**src/rtl/pt_walker_pkg.sv**
```systemverilog
package pt_walker_pkg;
  typedef enum logic [1:0] {
    WS_IDLE = 2'd0,
    WS_READ = 2'd1,
    WS_WAIT = 2'd2,
    WS_DONE = 2'd3
  } walk_state_e;

  localparam int ENTRY_W       = 64;
  localparam int ENTRY_BYTES   = 8;
  localparam int PTE_VALID_POS = 0;
  localparam int PTE_HUGE_POS  = 7;
endpackage

```
**src/rtl/pt_entry_addr.sv**
```systemverilog
module pt_entry_addr #(
  parameter int PPN_W  = 40,
  parameter int IDX_W  = 9,
  parameter int LEVELS = 4,
  parameter int LVL_W  = 2,
  parameter int SH_W   = 3
) (
  input  logic [PPN_W-1:0]        table_ppn,
  input  logic [IDX_W*LEVELS-1:0] vpn,
  input  logic [LVL_W-1:0]        lvl,
  output logic [PPN_W+IDX_W+SH_W-1:0] addr
);
  logic [IDX_W-1:0] idx_by_lvl [LEVELS];

  // level 0 (root) uses the most significant slice of the page number
  for (genvar g = 0; g < LEVELS; g++) begin : g_idx
    assign idx_by_lvl[g] = vpn[IDX_W*(LEVELS-1-g) +: IDX_W];
  end

  assign addr = {table_ppn, idx_by_lvl[lvl], {SH_W{1'b0}}};
endmodule

```
**src/rtl/pt_entry_dec.sv**
```systemverilog
module pt_entry_dec
  import pt_walker_pkg::*;
#(
  parameter int PA_W  = 52,
  parameter int OFF_W = 12
) (
  input  logic [ENTRY_W-1:0]    entry,
  output logic                  ent_valid,
  output logic                  ent_huge,
  output logic [PA_W-OFF_W-1:0] ent_ppn
);
  assign ent_valid = entry[PTE_VALID_POS];
  assign ent_huge  = entry[PTE_HUGE_POS];
  assign ent_ppn   = entry[PA_W-1:OFF_W];

  logic unused_bits;
  assign unused_bits = ^{entry[ENTRY_W-1:PA_W], entry[OFF_W-1:PTE_HUGE_POS+1],
                         entry[PTE_HUGE_POS-1:PTE_VALID_POS+1]};
endmodule

```
**src/rtl/pt_pa_merge.sv**
```systemverilog
module pt_pa_merge #(
  parameter int PA_W   = 52,
  parameter int VA_W   = 48,
  parameter int OFF_W  = 12,
  parameter int IDX_W  = 9,
  parameter int LEVELS = 4,
  parameter int LVL_W  = 2
) (
  input  logic [PA_W-OFF_W-1:0] leaf_ppn,
  input  logic [VA_W-1:0]       va,
  input  logic [LVL_W-1:0]      lvl,
  output logic [PA_W-1:0]       pa
);
  logic [PA_W-1:0] cand [LEVELS];
  logic [PA_W-1:0] base;
  logic [PA_W-1:0] va_ext;

  assign base   = {leaf_ppn, {OFF_W{1'b0}}};
  assign va_ext = PA_W'(va);

  // a leaf at level g keeps the unused lower index bits as offset
  for (genvar g = 0; g < LEVELS; g++) begin : g_mrg
    localparam int OW = OFF_W + IDX_W * (LEVELS - 1 - g);
    localparam logic [PA_W-1:0] MASK = (PA_W'(1) << OW) - PA_W'(1);
    assign cand[g] = (base & ~MASK) | (va_ext & MASK);
  end

  assign pa = cand[lvl];
endmodule

```
**src/rtl/pt_walker.sv**
```systemverilog
module pt_walker
  import pt_walker_pkg::*;
#(
  parameter int VA_W   = 48,
  parameter int PA_W   = 52,
  parameter int OFF_W  = 12,
  parameter int IDX_W  = 9,
  parameter int LEVELS = 4
) (
  input  logic                  clk,
  input  logic                  rst_n,
  input  logic                  req_valid,
  output logic                  req_ready,
  input  logic [63:0]           req_vaddr,
  input  logic [PA_W-OFF_W-1:0] req_root_ppn,
  output logic                  mem_req_valid,
  input  logic                  mem_req_ready,
  output logic [PA_W-1:0]       mem_req_addr,
  input  logic                  mem_rsp_valid,
  input  logic [ENTRY_W-1:0]    mem_rsp_data,
  output logic                  res_valid,
  input  logic                  res_ready,
  output logic [PA_W-1:0]       res_paddr,
  output logic                  res_fault,
  output logic [2:0]            res_level,
  output logic [1:0]            res_size
);
  localparam int PPN_W = PA_W - OFF_W;
  localparam int VPN_W = IDX_W * LEVELS;
  localparam int LVL_W = $clog2(LEVELS);
  localparam int SH_W  = $clog2(ENTRY_BYTES);
  localparam logic [LVL_W-1:0] LAST_LVL = LVL_W'(LEVELS - 1);

  walk_state_e      st;
  logic [LVL_W-1:0] lvl;
  logic [VA_W-1:0]  va_q;
  logic [PPN_W-1:0] tbl_ppn;

  logic             e_valid, e_huge;
  logic [PPN_W-1:0] e_ppn;
  logic [PA_W-1:0]  leaf_pa;
  logic             is_leaf, is_fault;

  logic unused_va_hi;
  assign unused_va_hi = ^req_vaddr[63:VA_W];

  assign req_ready     = (st == WS_IDLE);
  assign mem_req_valid = (st == WS_READ);
  assign res_valid     = (st == WS_DONE);

  pt_entry_addr #(.PPN_W(PPN_W), .IDX_W(IDX_W), .LEVELS(LEVELS),
                  .LVL_W(LVL_W), .SH_W(SH_W)) u_addr (
    .table_ppn(tbl_ppn),
    .vpn      (va_q[OFF_W +: VPN_W]),
    .lvl      (lvl),
    .addr     (mem_req_addr)
  );

  pt_entry_dec #(.PA_W(PA_W), .OFF_W(OFF_W)) u_dec (
    .entry    (mem_rsp_data),
    .ent_valid(e_valid),
    .ent_huge (e_huge),
    .ent_ppn  (e_ppn)
  );

  pt_pa_merge #(.PA_W(PA_W), .VA_W(VA_W), .OFF_W(OFF_W), .IDX_W(IDX_W),
                .LEVELS(LEVELS), .LVL_W(LVL_W)) u_mrg (
    .leaf_ppn(e_ppn),
    .va      (va_q),
    .lvl     (lvl),
    .pa      (leaf_pa)
  );

  // huge flag is honoured only between the root and the last level
  assign is_fault = !e_valid || (e_huge && lvl == '0);
  assign is_leaf  = (lvl == LAST_LVL) || e_huge;

  always_ff @(posedge clk) begin
    if (!rst_n) begin
      st        <= WS_IDLE;
      lvl       <= '0;
      va_q      <= '0;
      tbl_ppn   <= '0;
      res_paddr <= '0;
      res_fault <= 1'b0;
      res_level <= 3'd0;
      res_size  <= 2'd0;
    end else begin
      case (st)
        WS_IDLE: if (req_valid) begin
          va_q    <= req_vaddr[VA_W-1:0];
          tbl_ppn <= req_root_ppn;
          lvl     <= '0;
          st      <= WS_READ;
        end
        WS_READ: if (mem_req_ready) st <= WS_WAIT;
        WS_WAIT: if (mem_rsp_valid) begin
          if (is_fault) begin
            res_fault <= 1'b1;
            res_paddr <= '0;
            res_size  <= 2'd0;
            res_level <= 3'(lvl) + 3'd1;
            st        <= WS_DONE;
          end else if (is_leaf) begin
            res_fault <= 1'b0;
            res_paddr <= leaf_pa;
            res_size  <= 2'(LAST_LVL - lvl);
            res_level <= 3'(lvl) + 3'd1;
            st        <= WS_DONE;
          end else begin
            tbl_ppn <= e_ppn;
            lvl     <= lvl + 1'b1;
            st      <= WS_READ;
          end
        end
        WS_DONE: if (res_ready) st <= WS_IDLE;
        default: st <= WS_IDLE;
      endcase
    end
  end
endmodule

```
**config.mk**
```make
export PLATFORM = sky130hd
export DESIGN_NAME = pt_walker
export DESIGN_NICKNAME = d
export VERILOG_FILES = /design/src/rtl/pt_walker_pkg.sv /design/src/rtl/pt_entry_addr.sv /design/src/rtl/pt_entry_dec.sv /design/src/rtl/pt_pa_merge.sv /design/src/rtl/pt_walker.sv
export SDC_FILE = /design/constraint.sdc
export NUM_CORES = 1
export LEC_CHECK = 0
export CORE_MARGIN = 3
export CORE_UTILIZATION = 42
export DETAILED_ROUTE_END_ITERATION = 16
export PLACE_DENSITY = 0.8
export SETUP_SLACK_MARGIN = 0.1
export SYNTH_ARGS = -nofsm -noshare
export SYNTH_HDL_FRONTEND = slang
export SYNTH_SLANG_ARGS = --single-unit
```
**constraint.sdc**
```tcl
create_clock -name clk -period 2.9 [get_ports clk]
set_clock_uncertainty 0.2 [all_clocks]
set_input_delay 0.435 -clock clk [delete_from_list [all_inputs] [get_ports clk]]
set_output_delay 0.435 -clock clk [all_outputs]
set_load 0.01 [all_outputs]
```
==> results.yml, run 1 <==
outcome:
  status: "complete, no violations"
pwr:
  p_leak_nw: 3.561
  power_frac_comb: 0.158
  sequentialPowerShare: 0.431
  power.internal_w: 0.003969
  powerDensity_mw_per_mm2: 542.8
  peakVddDrop_mv: 0.3942
  p_clk_frac: 0.411
  power.switching_w: 0.001288
  swShare: 0.2451
synth:
  yosys_warnings: 0
  synthFlopType: "dfxtp_1"
  synth_commonest_cells: "dfxtp_1, nand2_1, a21boi_0, mux2i_1, a21oi_1"
  synth_most_common_cell: "dfxtp_1"
  async_reset_ff_frac: 0
  ys_seq_area_frac: 0.4595
  synth_cell_types: 39
  synth_area_leader_cell: "dfxtp_1"
  syn_area_per_cell_um2: 9.256
  synth_seq_cells: 150
  synth_edf_count: 0
  synth_top_area_frac: 0.4595
  syn_inst: 706
  synth_area_mm2: 0.006535
  synth_area_leaders: "dfxtp_1, mux2i_1, a21boi_0, nand2_1, a21oi_1"
floorplanning:
  initial_core_util: 0.4396
  die-area_mm2: 0.01709
  num_rows: 44
  core_area_mm2: 0.01486
  die_x_um: 130.7
  io-pin-count: 287
  die_y_um: 130.7
layout:
  seqCellArea_mm2: 0.003004
  area_growth_pct: 48.21
  nets: 1101
  multi_input_area_mm2: 0.003227
  drive_gt1_frac: 0.08111
  fillers: 1207
placed_design:
  post-dp-hpwl_mm: 14.32
  gp_congestion: 0.8847
  place_ws_ns: 0.2292
  port_buffers: 245
drt:
  ant_nets: 0
  num_vias: 5802
  avgViaCountPerCell: 5.167
  wl_mm: 19.89
  drt_first_pass_iters: 4
  wl_per_cell_um: 17.71
  drc_errors: 0
  dr.first_iter.drc_count: 283
timing:
  slew_headroom: 0.5530
  fin_crit_sh: 0.9283
  fin_ws_ns: 0.2079
  setup_tns_ns: 0
  tightest_slew_ns: 0.6679
  holdWs_ns: 0.2494
  fin_crit_ns: 2.692
  slew_violations: 0
  setup_viol: 0
  rsz0062_at_grt: "no"
  fmax_mhz: 371.5
  hold_violations: 0
critical_path:
  crit_buf_inv: 2
  crit_family: "buffers and inverters"
  worst_path_largest_cell_delay_ns: 0.52
  required_ns: 2.27
  crit_chain: "buf_6 -> mux4_2 -> clkdlybuf4s50_1"
  worstPathArrival_ns: 2.06
  cp-start-kind: "flop"
  critPathKind: "reg -> out"
  cp_slowest_cell: "mux4_2"
  endpoint_kind: "primary output"
  r2r_setup_slack_ns: 0.51
  path_max_fanout: 10
global_routing:
  grt_usage: 0.2284
  grt_pass1_wl_mm: 30.18
  antenna_found_initial: 2
  grt_max_degree: 58
  grt_pass1_vias: 5550
  globalRouteOverflowTotal: 0
clock_tree:
  cts_buffers: 17
  clk_latency_ns: 0.41
  h-tree-depth: 4
  cts_buffer_depth: 2
  clock-sinks: 150
  cts_tree: "done"
  clk_pin_slew_worst_paths_ns: 0.06
  cts-root-buf: "clkbuf_16"
  cts_setup_buffers: 0
hold_path:
  hp-class: "reg -> reg"
flow_run:
  cap_violations: 0
[layout by cell type (no fill, tap or decap), types with 3 or more instances in the layout]
master           instances
mux4_2                   9
nand3_1                 37
clkinv_2                 3
nor2b_1                  3
buf_12                   4
mux2_2                   9
a21boi_1                11
a21oi_1                 41
mux2i_1                 60
o21ai_0                 38
nand2_1                141
nor2_1                   4
conb_1                   3
dfxtp_1                149
clkdlybuf4s50_1        244
o21ai_1                  3
a21boi_0                75
o2bb2ai_1               18
and2_1                  19
clkbuf_8                 3
clkbuf_16               17
buf_4                   12
clkbuf_1                 3
[cell families after synthesis]
family / after synthesis / synth area share
AOI/OAI and AO/OA: 194 / 0.1984
adders and majority gates: 2 / 0.003829
buffers and inverters: 66 / 0.05188
DFF: 150 / 0.4595
muxes: 78 / 0.1384
other: 1 / 0.0005738
and+or+nand+nor: 215 / 0.1474
[worst register-to-register path, cell delays in order, from the launching register on]
cell and delay [ns]:
dfxtp_1 0.40, ha_1 0.26, nand4bb_1 0.29, o21ai_4 0.60
buf_12 0.27, o21ai_0 0.12, a21oi_1 0.16
[metrics by stage]
| stage | instances | total power, W | area (um2) | utilization |
|---|---|---|---|---|
| floorplan | 708 | 0.002675 | 6543 | - |
| global placement | 1090 | 0.003126 | 9095 | 0.6119 |
| detailed placement | 1090 | 0.003139 | 9095 | 0.6119 |
| CTS | 1121 | 0.005304 | 9677 | 0.6510 |
| global route | 1122 | 0.005464 | 9683 | 0.6514 |
| finish | 1123 | 0.005257 | 9686 | 0.6516 |
[cell type report]
class                           instances  share of cell area
Antenna cell                            2           0.0005167
Multi-Input combinational cell        492              0.3332
Clock buffer                           23             0.04935
Inverter                                2           0.0007751
Timing Repair Buffer                  262              0.2721
Sequential cell                       150              0.3102
Tap cell                              184             0.02377
Clock inverter                          8             0.01021
[per-layer routing]
metal / wire (um) / GRT usage
met1: 8668 / 0.2985
met2: 8999 / 0.3557
met3: 1749 / 0.07520
met4: 463 / 0.08046
met5: 9 / 0
[worst paths after layout]
path,start,to,depth (start not counted)
setup / recovery,lvl[0]$_SDFFE_PN0P_,mem_req_addr[10],3
hold / removal,res_paddr[6]$_SDFFE_PN0P_,res_paddr[6]$_SDFFE_PN0P_,2
setup reg to reg,lvl[1]$_SDFFE_PN0P_,tbl_ppn[5]$_SDFFE_PN0P_,6
hold reg to reg,res_paddr[6]$_SDFFE_PN0P_,res_paddr[6]$_SDFFE_PN0P_,2
[registers in the layout, summed over array words and instances, names as in the netlist]
name / flops
res_fault: 1
tbl_ppn: 40
res_paddr: 52
st: 2
lvl: 2
res_size: 2
res_level: 3
va_q: 48
[timing repair]
| action | CTS | global route |
|---|---|---|
| hold buffers | 0 | 0 |
| setup endpoints to repair | 7 | 6 |
| resized for setup | 2 | 1 |
| hold endpoints to repair | 0 | 0 |
[power by group through the flow]
| stage | clock network [W] | logic, W | registers [W] |
|---|---|---|---|
| 2_1_floorplan | 0 | 0.000367 | 0.00231 |
| 5_1_grt | 0.00229 | 0.000904 | 0.00227 |
| 3_3_place_gp | 0 | 0.000823 | 0.00230 |
| 6_report | 0.00216 | 0.000831 | 0.00226 |
| 4_1_cts | 0.00220 | 0.000837 | 0.00226 |
| 3_5_place_dp | 0 | 0.000833 | 0.00231 |
No activity file was read; power rests on OpenSTA's default activity.
==> inputs of run 2 (changes only) <==
--- a/config.mk
+++ b/config.mk
@@ -5,7 +5,6 @@
 export SDC_FILE = /design/constraint.sdc
 export NUM_CORES = 1
 export LEC_CHECK = 0
-export CORE_MARGIN = 3
 export CORE_UTILIZATION = 42
 export DETAILED_ROUTE_END_ITERATION = 16
 export PLACE_DENSITY = 0.8
==> constraint.sdc (replaced) <==
create_clock -name clk -period 2.9 [get_ports clk]
set_clock_uncertainty 0.2 [all_clocks]
set_input_delay 0.58 -clock clk [delete_from_list [all_inputs] [get_ports clk]]
set_output_delay 0.58 -clock clk [all_outputs]
set_load 0.01 [all_outputs]
==> run 2 against run 1 <==
Net effect: worst setup slack improved by 0.025 ns; routed wire length is 2.6% lower; utilization down 0.77 points; register-to-register slack hardly changed; worst hold slack worse by 0.0010 ns; largest power group is now clock.
==> results.yml, run 2 (synthesis results as in run 1) <==
clock_tree:
  clk_latency_ns: 0.42
  cts_buffers: 17
  cts_buffer_depth: 2
  cts_tree: "done"
  h-tree-depth: 4
  clock-sinks: 150
  cts-root-buf: "clkbuf_16"
  hold_buffers: 0
  clk_pin_slew_worst_paths_ns: 0.06
critical_path:
  endpoint_kind: "primary output"
  worstPathArrival_ns: 1.89
  required_ns: 2.12
  cp_slowest_cell: "clkdlybuf4s50_1"
  r2r_setup_slack_ns: 0.50
  crit_buf_inv: 1
  crit_chain: "mux4_2 -> clkdlybuf4s50_1"
  path_max_fanout: 9
  crit_family: "buffers and inverters"
  cp-start-kind: "flop"
  worst_path_largest_cell_delay_ns: 0.54
  critPathKind: "reg -> out"
global_routing:
  grt_pass1_wl_mm: 30.02
  globalRouteOverflowTotal: 0
  grt_max_degree: 76
  grt_usage: 0.2431
  antenna_found_initial: 0
  grt_pass1_vias: 5601
pwr:
  p_clk_frac: 0.439
  p_leak_nw: 3.645
  power.internal_w: 0.004233
  powerDensity_mw_per_mm2: 564.3
  power_frac_comb: 0.151
  swShare: 0.2337
  peakVddDrop_mv: 0.3804
  power.switching_w: 0.001291
  sequentialPowerShare: 0.409
floorplanning:
  num_rows: 45
  die_y_um: 126.7
  io-pin-count: 287
  initial_core_util: 0.4299
  die_x_um: 126.7
  core_area_mm2: 0.01520
  die-area_mm2: 0.01606
outcome:
  status: "complete, no violations"
timing:
  setup_tns_ns: 0
  slew_violations: 0
  setup_viol: 0
  slew_headroom: 0.6384
  hold_violations: 0
  fmax_mhz: 374.9
  fin_crit_ns: 2.667
  fin_crit_sh: 0.9198
  fin_ws_ns: 0.2326
  tightest_slew_ns: 0.5404
  rsz0062_at_grt: "no"
layout:
  top_regs: "res_paddr x52, va_q x48, tbl_ppn x40"
  max_flop_register: "res_paddr"
  design_area_mm2: 0.009788
  nets: 1100
  drive_gt1_frac: 0.08013
  largest_reg_flops: 52
  area_growth_pct: 49.78
  antenna_cells: 0
  mostFrequentLayoutCell: "clkdlybuf4s50_1"
  final_cell_mix: "clkdlybuf4s50_1, dfxtp_1, nand2_1"
hold_path:
  hp-class: "reg -> reg"
drt:
  num_vias: 5898
  wl_per_cell_um: 17.23
  wl_mm: 19.36
  ant_nets: 0
  drc_errors: 0
  drt_first_pass_iters: 5
  dr.first_iter.drc_count: 325
  avgViaCountPerCell: 5.247
placed_design:
  place_ws_ns: 0.2043
  port_buffers: 245
  post-dp-hpwl_mm: 13.66
  gp_congestion: 0.7957
  post_dp_cell_area_mm2: 0.009130
flow_run:
  cap_violations: 0
run 2: cell types whose count changed in the layout (fill, tap and decap cells not counted):
cell | previous run | this run
buf_12 | 4 | 8
buf_4 | 12 | 9
buf_6 | 2 | 0
bufinv_16 | 2 | 5
clkdlybuf4s50_1 | 244 | 236
clkinv_2 | 3 | 1
clkinv_4 | 1 | 0
dfxtp_2 | 1 | 0
dfxtp_4 | 0 | 1
diode_2 | 2 | 0
dlygate4sd2_1 | 0 | 7
dlymetal6s2s_1 | 0 | 1
run 2: what timing repair did:
item / 4_1_cts / 5_1_grt
setup buffers: 0 / 0
gates resized for setup: 11 / 2
endpoints found under the setup margin: 9 / 1
run 2: final cells by class:
| cell class | count | area, um2 |
|---|---|---|
| Sequential cell | 150 | 3007 |
| Timing Repair Buffer | 261 | 2664 |
| Multi-Input combinational cell | 492 | 3227 |
| Inverter | 2 | 7.507 |
| Clock buffer | 23 | 478.0 |
| Clock inverter | 8 | 170.2 |
| Fill cell | 1262 | 5414 |
| Tap cell | 188 | 235.2 |
run 2: worst register-to-register path, cell delays in order (launching register included):
cell and delay, ns:
dfxtp_4 0.39, buf_4 0.18, ha_1 0.22, nand4bb_1 0.30, o21ai_4 0.52, buf_12 0.26, o21ai_0 0.14, a21oi_1 0.13
run 2: path summary, 6_finish.rpt:
kind | start | end | depth (start not counted)
worst min register to register | res_paddr[5]$_SDFFE_PN0P_ | res_paddr[5]$_SDFFE_PN0P_ | 2
worst max register to register | lvl[1]$_SDFFE_PN0P_ | tbl_ppn[3]$_SDFFE_PN0P_ | 7
worst min-delay path | res_paddr[5]$_SDFFE_PN0P_ | res_paddr[5]$_SDFFE_PN0P_ | 2
worst max-delay path | lvl[1]$_SDFFE_PN0P_ | mem_req_addr[11] | 2
run 2: per-stage QoR:
step	std cells	utilization	hold WS, ns	total power (W)
6_report	1124	0.6439	0.2484	0.005524
5_1_grt	1124	0.6439	0.2754	0.005731
4_1_cts	1124	0.6435	0.2550	0.005572
3_5_place_dp	1093	0.6006	0.2472	0.003148
3_3_place_gp	1093	0.6006	0.2432	0.003135
2_1_floorplan	708	-	0.2321	0.002675
run 2: per-layer routing:
layer	routed length, um	GRT usage	part of all wire
met2	9030	0.3958	0.47
met1	8384	0.2992	0.43
met4	505	0.09734	0.026
met3	1443	0.07676	0.075
met5	0	0	0
run 2: power by group through the flow:
stage          clock, W  sequential, W  combinational, W
2_1_floorplan         0        0.00231          0.000367
3_3_place_gp          0        0.00230          0.000834
3_5_place_dp          0        0.00230          0.000843
4_1_cts         0.00247        0.00226          0.000844
5_1_grt         0.00255        0.00227          0.000908
6_report        0.00243        0.00226          0.000837
